### src/rtl/tfd_pkg.sv
// Shared types for the telemetry frame decoder.
// Assumes: nothing beyond IEEE 1800-2017.
package tfd_pkg;

    // Decoder phase: hunting for sync, or collecting frame fields
    typedef enum logic {
        PH_HUNT   = 1'b0,
        PH_FIELDS = 1'b1
    } tfd_phase_e;

endpackage

### src/rtl/tfd_sync_hunter.sv
// Hunts for a run of at least MIN_SYNC ones followed by a zero start bit,
// then holds the field phase until the field collector reports its last bit.
// Assumes: bit_in is meaningful only when bit_valid is high.
module tfd_sync_hunter
    import tfd_pkg::*;
#(
    parameter int MIN_SYNC = 8
) (
    input  logic clk,
    input  logic rst_n,
    input  logic bit_valid,
    input  logic bit_in,
    input  logic last_bit,
    output logic in_frame
);

    localparam int OW = $clog2(MIN_SYNC + 1);
    localparam logic [OW-1:0] ONES_TOP = OW'(MIN_SYNC);

    tfd_phase_e     phase;
    logic [OW-1:0]  ones_cnt;

    // Phase and saturating ones counter
    always_ff @(posedge clk) begin
        if (!rst_n) begin
            phase    <= PH_HUNT;
            ones_cnt <= '0;
        end else begin
            case (phase)
                PH_HUNT: begin
                    if (bit_valid) begin
                        if (bit_in) begin
                            if (ones_cnt != ONES_TOP) ones_cnt <= ones_cnt + 1'b1;
                        end else begin
                            if (ones_cnt == ONES_TOP) phase <= PH_FIELDS;
                            ones_cnt <= '0;
                        end
                    end
                end
                default: begin
                    if (last_bit) phase <= PH_HUNT;
                end
            endcase
        end
    end

    assign in_frame = (phase == PH_FIELDS);


    sync_len_chk: assert property (@(posedge clk) disable iff (!rst_n)
        $rose(in_frame) |-> ($past(ones_cnt) == ONES_TOP && !$past(bit_in)));


    hunt_clear_chk: assert property (@(posedge clk) disable iff (!rst_n)
        $fell(in_frame) |-> (ones_cnt == '0));

endmodule

### src/rtl/tfd_field_shifter.sv
// Shifts in the identifier, sample and inverted identifier after the start bit,
// and raises a one-cycle full pulse once all field bits are held.
// Assumes: in_frame rises the cycle after the start bit was taken.
module tfd_field_shifter #(
    parameter int ID_W   = 4,
    parameter int DATA_W = 16
) (
    input  logic                  clk,
    input  logic                  rst_n,
    input  logic                  in_frame,
    input  logic                  bit_valid,
    input  logic                  bit_in,
    output logic                  last_bit,
    output logic                  full,
    output logic [2*ID_W+DATA_W-1:0] fields
);

    localparam int TOTAL = 2 * ID_W + DATA_W;
    localparam int CW    = $clog2(TOTAL);
    localparam logic [CW-1:0] LAST_IDX = CW'(TOTAL - 1);

    logic [CW-1:0] bit_cnt;

    assign last_bit = in_frame && bit_valid && (bit_cnt == LAST_IDX);

    // Field shift register, bit counter and completion pulse
    always_ff @(posedge clk) begin
        if (!rst_n) begin
            bit_cnt <= '0;
            fields  <= '0;
            full    <= 1'b0;
        end else begin
            full <= 1'b0;
            if (!in_frame) begin
                bit_cnt <= '0;
            end else if (bit_valid) begin
                fields <= {fields[TOTAL-2:0], bit_in};
                if (bit_cnt == LAST_IDX) begin
                    bit_cnt <= '0;
                    full    <= 1'b1;
                end else begin
                    bit_cnt <= bit_cnt + 1'b1;
                end
            end
        end
    end


    gap_hold_chk: assert property (@(posedge clk) disable iff (!rst_n)
        !bit_valid |=> $stable(fields));


    full_single_chk: assert property (@(posedge clk) disable iff (!rst_n)
        full |=> !full);

endmodule

### src/rtl/tfd_frame_checker.sv
// Splits the collected fields, checks the inverted identifier, applies the
// optional identifier filter and registers the result outputs.
// Assumes: full is a one-cycle pulse with fields stable in that cycle.
module tfd_frame_checker #(
    parameter int ID_W      = 4,
    parameter int DATA_W    = 16,
    parameter bit FILTER_EN = 1'b1
) (
    input  logic                      clk,
    input  logic                      rst_n,
    input  logic                      full,
    input  logic [2*ID_W+DATA_W-1:0]  fields,
    input  logic [ID_W-1:0]           id_filter,
    output logic                      frame_valid,
    output logic                      frame_error,
    output logic [ID_W-1:0]           frame_id,
    output logic [DATA_W-1:0]         frame_sample
);

    localparam int TOTAL = 2 * ID_W + DATA_W;
    localparam logic [ID_W-1:0] ACCEPT_ALL = '1;

    logic [ID_W-1:0]   rx_id;
    logic [DATA_W-1:0] rx_data;
    logic [ID_W-1:0]   rx_inv;
    logic              id_ok;
    logic              check_ok;

    assign rx_id    = fields[TOTAL-1 -: ID_W];
    assign rx_data  = fields[ID_W+DATA_W-1 -: DATA_W];
    assign rx_inv   = fields[ID_W-1:0];
    assign check_ok = (rx_inv == ~rx_id);

    generate
        if (FILTER_EN) begin : g_filter
            assign id_ok = (id_filter == ACCEPT_ALL) || (id_filter == rx_id);
        end else begin : g_nofilter
            logic unused_filter;
            assign unused_filter = ^id_filter;
            assign id_ok = 1'b1;
        end
    endgenerate

    // Result pulses and held identifier/sample
    always_ff @(posedge clk) begin
        if (!rst_n) begin
            frame_valid  <= 1'b0;
            frame_error  <= 1'b0;
            frame_id     <= '0;
            frame_sample <= '0;
        end else begin
            frame_valid <= 1'b0;
            frame_error <= 1'b0;
            if (full) begin
                if (!check_ok) begin
                    frame_error <= 1'b1;
                end else if (id_ok) begin
                    frame_valid  <= 1'b1;
                    frame_id     <= rx_id;
                    frame_sample <= rx_data;
                end
            end
        end
    end


    pulse_excl_chk: assert property (@(posedge clk) disable iff (!rst_n)
        !(frame_valid && frame_error));


    valid_width_chk: assert property (@(posedge clk) disable iff (!rst_n)
        frame_valid |=> !frame_valid);


    error_width_chk: assert property (@(posedge clk) disable iff (!rst_n)
        frame_error |=> !frame_error);


    hold_out_chk: assert property (@(posedge clk) disable iff (!rst_n)
        (!$stable(frame_id) || !$stable(frame_sample)) |-> frame_valid);


    valid_src_chk: assert property (@(posedge clk) disable iff (!rst_n)
        frame_valid |-> $past(full));

endmodule

### src/rtl/telemetry_frame_decoder.sv
// Telemetry frame decoder top: sync hunt, field collection and check.
// Assumes: one stream bit per bit_valid cycle, clock already recovered.
module telemetry_frame_decoder #(
    parameter int ID_W      = 4,
    parameter int DATA_W    = 16,
    parameter int MIN_SYNC  = 8,
    parameter bit FILTER_EN = 1'b1
) (
    input  logic              clk,
    input  logic              rst_n,
    input  logic              bit_valid,
    input  logic              bit_in,
    input  logic [ID_W-1:0]   id_filter,
    output logic              frame_valid,
    output logic [ID_W-1:0]   frame_id,
    output logic [DATA_W-1:0] frame_sample,
    output logic              frame_error
);

    localparam int TOTAL = 2 * ID_W + DATA_W;

    logic             in_frame;
    logic             last_bit;
    logic             full;
    logic [TOTAL-1:0] fields;

    tfd_sync_hunter #(.MIN_SYNC(MIN_SYNC)) u_hunt (
        .clk       (clk),
        .rst_n     (rst_n),
        .bit_valid (bit_valid),
        .bit_in    (bit_in),
        .last_bit  (last_bit),
        .in_frame  (in_frame)
    );

    tfd_field_shifter #(.ID_W(ID_W), .DATA_W(DATA_W)) u_shift (
        .clk       (clk),
        .rst_n     (rst_n),
        .in_frame  (in_frame),
        .bit_valid (bit_valid),
        .bit_in    (bit_in),
        .last_bit  (last_bit),
        .full      (full),
        .fields    (fields)
    );

    tfd_frame_checker #(.ID_W(ID_W), .DATA_W(DATA_W), .FILTER_EN(FILTER_EN)) u_chk (
        .clk          (clk),
        .rst_n        (rst_n),
        .full         (full),
        .fields       (fields),
        .id_filter    (id_filter),
        .frame_valid  (frame_valid),
        .frame_error  (frame_error),
        .frame_id     (frame_id),
        .frame_sample (frame_sample)
    );

endmodule

### config.mk
export PLATFORM = sky130hd
export DESIGN_NAME = telemetry_frame_decoder
export DESIGN_NICKNAME = d
export VERILOG_FILES = /design/src/rtl/tfd_pkg.sv /design/src/rtl/tfd_sync_hunter.sv /design/src/rtl/tfd_field_shifter.sv /design/src/rtl/tfd_frame_checker.sv /design/src/rtl/telemetry_frame_decoder.sv
export SDC_FILE = /design/constraint.sdc
export NUM_CORES = 1
export LEC_CHECK = 0
export ABC_AREA = 1
export BUFFER_PORTS_ARGS = -buffer_cell sky130_fd_sc_hd__buf_2
export CAP_MARGIN = 10
export CORE_UTILIZATION = 25
export DETAILED_ROUTE_END_ITERATION = 8
export HOLD_SLACK_MARGIN = 0.02
export PLACE_DENSITY_LB_ADDON = 0.12
export SLEW_MARGIN = 30
export SYNTH_ARGS = -nofsm -noshare
export SYNTH_HDL_FRONTEND = slang
export SYNTH_SLANG_ARGS = --single-unit
### constraint.sdc
create_clock -name clk -period 1.6 [get_ports clk]
set_input_delay 0.16 -clock clk [delete_from_list [all_inputs] [get_ports clk]]
set_output_delay 0.16 -clock clk [all_outputs]
set_load 0.03 [all_outputs]
[Word-level counts from Yosys, hierarchy flattened]
Cells that the tools add are included.
Word-level totals
  bits in registers: 57
  bits of input ports: 8
  output and inout bits: 22
  word-level logic and storage cells: 41
Operators by class
  $add $sub $neg: 2
  equal/unequal tests: 7
  mux-type cells: 11
  bitwise logic cells: 2
  reduce and logical (&&, ||, !) cells: 10
Operators by type and width (number)
  $reduce_and A3 Y1: 4
  $eq A4 B4 Y1: 2
  $eq A4 B4 Y1 const B: 2
  $mux W1: 8
  $mux W4: 2
  $reduce_and A2 Y1: 3
  $add A5 B1 Y5 const B: 1
  $eq A5 B5 Y1 const B: 1
  $mux W5: 1
  $add A4 B1 Y4 const B: 1
  $ne A4 B4 Y1 const B: 1
  $not A4 Y4: 1
  $logic_and A1 B1 Y1: 2
  $ne A2 B1 Y1 const B: 1
  $logic_or A1 B1 Y1: 1
  $not A1 Y1: 1

[Logic depth before layout (Yosys ltp)]
  word-level depth: 5
  mapped depth: 10

[Cells and area by module]
A second synthesis with hierarchy kept.
Second synthesis, totals
  cells, all modules: 362
  area, all modules: 2603.7 um^2
By module, submodules not included
  tfd_frame_checker: instances 1, cells each 179, area an instance 1152.4 um^2
  tfd_field_shifter: instances 1, cells each 140, area an instance 1126.1 um^2
  tfd_sync_hunter: instances 1, cells each 43, area an instance 325.3 um^2

[Worst setup path before layout]
OpenSTA, ideal clock, no wires.
  kind: reg2reg
  start point: reg u_shift.fields[21]
  end point: reg u_chk.frame_sample[10]
  setup time: 115 ps
  arrival: 1115 ps
  data required time: 1485 ps
  path slack: 370 ps
  cell stages (with the launch flop): 11
  buffers on the path: 1
  cell sequence: dfxtp_1 > inv_2 > nand2_1 > nand2_1 > nor2_2 > nand2_2 > nor2_8 > buf_6 > nand3_1 > nand2_1 > nor2_1
Between the ends
  word-level cells in the longest chain between the ends: 3
  elaborated cells on any way between the ends: 5
  classes of those cells: eq/ne: 2; bitwise: 1; reduce/logical: 2
RTL lines
  from (decl): RTL line tfd_field_shifter.sv:15  | output logic [2*ID_W+DATA_W-1:0] fields
  from (signal assigned): RTL line tfd_field_shifter.sv:37  | fields <= {fields[TOTAL-2:0], bit_in};
  $eq A4 B4 Y1 / $not A4 Y4 (equally long branches): RTL line tfd_frame_checker.sv:36, tfd_frame_checker.sv:32
  $logic_or A1 B1 Y1 / $eq A4 B4 Y1 (equally long branches): RTL line tfd_frame_checker.sv:36, tfd_frame_checker.sv:32
  $reduce_and A3 Y1 (no source line) *
  to (signal assigned): RTL line tfd_frame_checker.sv:60  | frame_sample <= rx_data;
  to (decl): RTL line tfd_frame_checker.sv:17  | output logic [DATA_W-1:0] frame_sample
Mark *: on every way between the ends. The rest lies on a longest branch, timed or not.
A chain may end at the register's enable or synchronous reset.

[Final worst setup path]
  start point: reg u_shift.fields[21]
  end point: reg u_chk.frame_sample[13]
The elaborated chain is that of the path after synthesis.

==> impl_metrics.env <==
export IMPL_ys_ff_latch=57
export IMPL_slowest_delay_ns=0.38
export IMPL_insertion_delay_ns=0.34
export IMPL_slew_violations=0
export IMPL_cts_buffer_depth=2
export IMPL_drive_gt1_share_pct=16.6
export IMPL_place_hpwl_um=3250
export IMPL_path_cells="inv_2 -> nand2_1 -> nand2_1 -> nor2_2 -> nand2_2 -> nor2_8 -> buf_12 -> nand3_1 -> nand2_1 -> nor2_1"
export IMPL_wl_met2_um=2090
export IMPL_synth_cell_types=25
export IMPL_hp_class="in2reg"
export IMPL_ctsRootBufferMaster="clkbuf_8"
export IMPL_ir_drop_mv=0.425
export IMPL_drv_cap=0
export IMPL_wl_per_cell_um=10.6
export IMPL_start_kind="register"
export IMPL_hold_viol_final=0
export IMPL_grt_pass1_wl_um=8750
export IMPL_yosysWarnings=0
export IMPL_cp_slowest_cell="dfxtp_1"
export IMPL_synthCells=325
export IMPL_die_area_um2=10100
export IMPL_period_share_pct=88.9
export IMPL_crit_type="reg2reg"
export IMPL_yosysTopAreaCell="dfxtp_1"
export IMPL_final_common_cell="nand2_1"
export IMPL_p_clk_share_pct=42.4
export IMPL_p_comb_share_pct=5.6
export IMPL_power_switching_uw=737
export IMPL_path_clk_slew_ns=0.07
export IMPL_finalSetupViolations=0
export IMPL_grt_antenna_before_repair=0
export IMPL_final_cell_mix="nand2_1 (58), dfxtp_1 (57), a21oi_1 (52), inv_1 (34), nor2_1 (30)"
export IMPL_nets=362
export IMPL_nFillCells=1057
export IMPL_die_h_um=100
export IMPL_tightestPinTransition_ns=0.400
export IMPL_grt_max_degree=50
export IMPL_drc=0
export IMPL_postCtsHoldBufs=0
export IMPL_num_rows=35
export IMPL_synth_seq_area_share_pct=47.2
export IMPL_p_seq_share_pct=52.0
export IMPL_grtUsageTotal_pct=11.2
export IMPL_dr_pass1_iters=4
export IMPL_via_per_inst=4.18
export IMPL_wl_met1_um=2740
export IMPL_io_buffers=29
export IMPL_cts_made_buffers=9
export IMPL_ant_nets=0
export IMPL_wl_met3_um=235
export IMPL_finalWirelength_um=5130
export IMPL_fmax_ghz=0.703
export IMPL_rsz0062_at_grt="false"
export IMPL_fin_crit_ns=1.42
export IMPL_endpoint_kind="register"
export IMPL_cp_required_ns=1.83
export IMPL_synth_area_top_cells="dfxtp_1 (47%), a21oi_1 (11%), nand2_1 (9.0%), o21ai_0 (6.0%), inv_1 (5.3%)"
export IMPL_p_sw_share_pct=26.5
export IMPL_first_iter_violations=63
export IMPL_syn_area_per_cell_um2=7.44
export IMPL_cts_tree="built"
export IMPL_fin_util_pct=30.6
export IMPL_fin_tns_setup_ns=0
export IMPL_core_area_um2=9280
export IMPL_power_density_nw_per_um2=979
export IMPL_num_vias=2029
export IMPL_post_cts_resized=0
export IMPL_synth_area_um2=2420
export IMPL_diodes=0
export IMPL_start_util_pct=26.0
export IMPL_io_pins=30
export IMPL_post_cts_setup_buffers=0
export IMPL_intPower_mw=2.05
export IMPL_synth_nets=336
export IMPL_h_tree_depth=3
export IMPL_place_gp_congestion=0.730
export IMPL_synth_top_area_share_pct=47.2
export IMPL_die_w_um=100
export IMPL_path_max_fanout=34
export IMPL_p_leak_nw=1.18
export IMPL_grt_overflow=0
export IMPL_syn_to_final_growth_pct=17.6
export IMPL_skew_ns=0.0146
export IMPL_highest_layer="met4"
export IMPL_worstPathArrival_ns=1.65
export IMPL_relSlewSlack_pct=73.3
export IMPL_status="finished, final reports clean"
export IMPL_clock_sinks=57
export IMPL_crit_top_cell="nand2_1"
export IMPL_grt_pass1_vias=1892
## sequential cells by signal, summed over array words and instances, names as in the netlist
name / flops
u_shift.bit_cnt: 5
u_shift.full: 1
u_shift.fields: 24
u_chk.frame_id: 4
u_chk.frame_valid: 1
u_chk.frame_sample: 16
u_chk.frame_error: 1
u_hunt.in_frame: 1
u_hunt.ones_cnt: 4
## final timing paths
| kind | startpoint | to | slack, ns | cells past startpoint |
|---|---|---|---|---|
| hold / removal | bit_valid | u_shift.bit_cnt[1] | 0.14 | 3 |
| setup / recovery | u_shift.fields[21] | u_chk.frame_sample[13] | 0.18 | 10 |
| setup reg to reg | u_shift.fields[21] | u_chk.frame_sample[13] | 0.18 | 10 |
| hold reg to reg | u_shift.fields[10] | u_shift.fields[10] | 0.47 | 2 |
## cell usage after synthesis
| master | number |
|---|---|
| nor2_2 | 2 |
| a21oi_2 | 1 |
| o21bai_1 | 1 |
| a21oi_1 | 52 |
| xor2_1 | 1 |
| nand2_1 | 58 |
| nor3b_1 | 1 |
| clkbuf_1 | 7 |
| a31oi_1 | 1 |
| nand3_1 | 23 |
| buf_2 | 2 |
| dfxtp_1 | 57 |
| buf_1 | 2 |
| inv_1 | 34 |
| a211oi_1 | 1 |
| nand2_2 | 1 |
| buf_4 | 2 |
| nor3_1 | 3 |
| nand4_1 | 3 |
| inv_2 | 4 |
| nor2_1 | 30 |
| buf_6 | 6 |
| ha_1 | 3 |
| o21ai_0 | 29 |
| nor2_8 | 1 |
## power by group through the flow
stage                     sequential, mW  clock [mW]  combinational [mW]
after global routing                1.45        1.31               0.182
after detailed placement            1.48           0               0.159
after CTS                           1.45        1.23               0.159
after global placement              1.48           0               0.161
after floorplan                     1.48           0               0.116
final                               1.45        1.18               0.156
## logic make-up after synthesis
group / after synthesis / synth area share (%)
simple gates: 122 / 21.7
compound gates: 85 / 18.0
buf+inv: 57 / 11.1
flops: 57 / 47.2
fa+ha+maj: 3 / 1.55
xor+xnor: 1 / 0.362
## stage by stage
stage,std cells,hold slack [ns],setup WS (ns),area (um2),power [mW]
floorplan,325,0.319,0.370,2420,1.59
global placement,469,0.459,0.186,2670,1.64
detailed placement,469,0.460,0.164,2670,1.64
CTS,485,0.129,0.160,2840,2.84
global route,485,0.153,0.000618,2840,2.94
finish,485,0.145,0.178,2840,2.78
## area by class of cell
type	instances	area, um2	share of cell area (%)
flip-flops and latches	57	1140	40.1
multi-input cells	211	1010	35.4
repair buffers	34	220	7.75
well taps	129	161	5.68
inverters	38	143	5.02
clock buffers	9	124	4.36
clock inverters	7	46.3	1.63
## routing by layer
metal  vias to the layer above  track usage (%)
met2                        27             16.6
li1                       1103                -
met5                         -                0
met4                         0             5.02
met3                         4             4.60
met1                       895             14.1
## worst max-delay path: cells and delay by family (launching register included)
family	cells	cell delay, ns
AND/OR/NAND/NOR	8	0.68
buffers and inverters	2	0.26
flip-flops	1	0.38
Note: power is estimated with default switching activity, not from simulation.
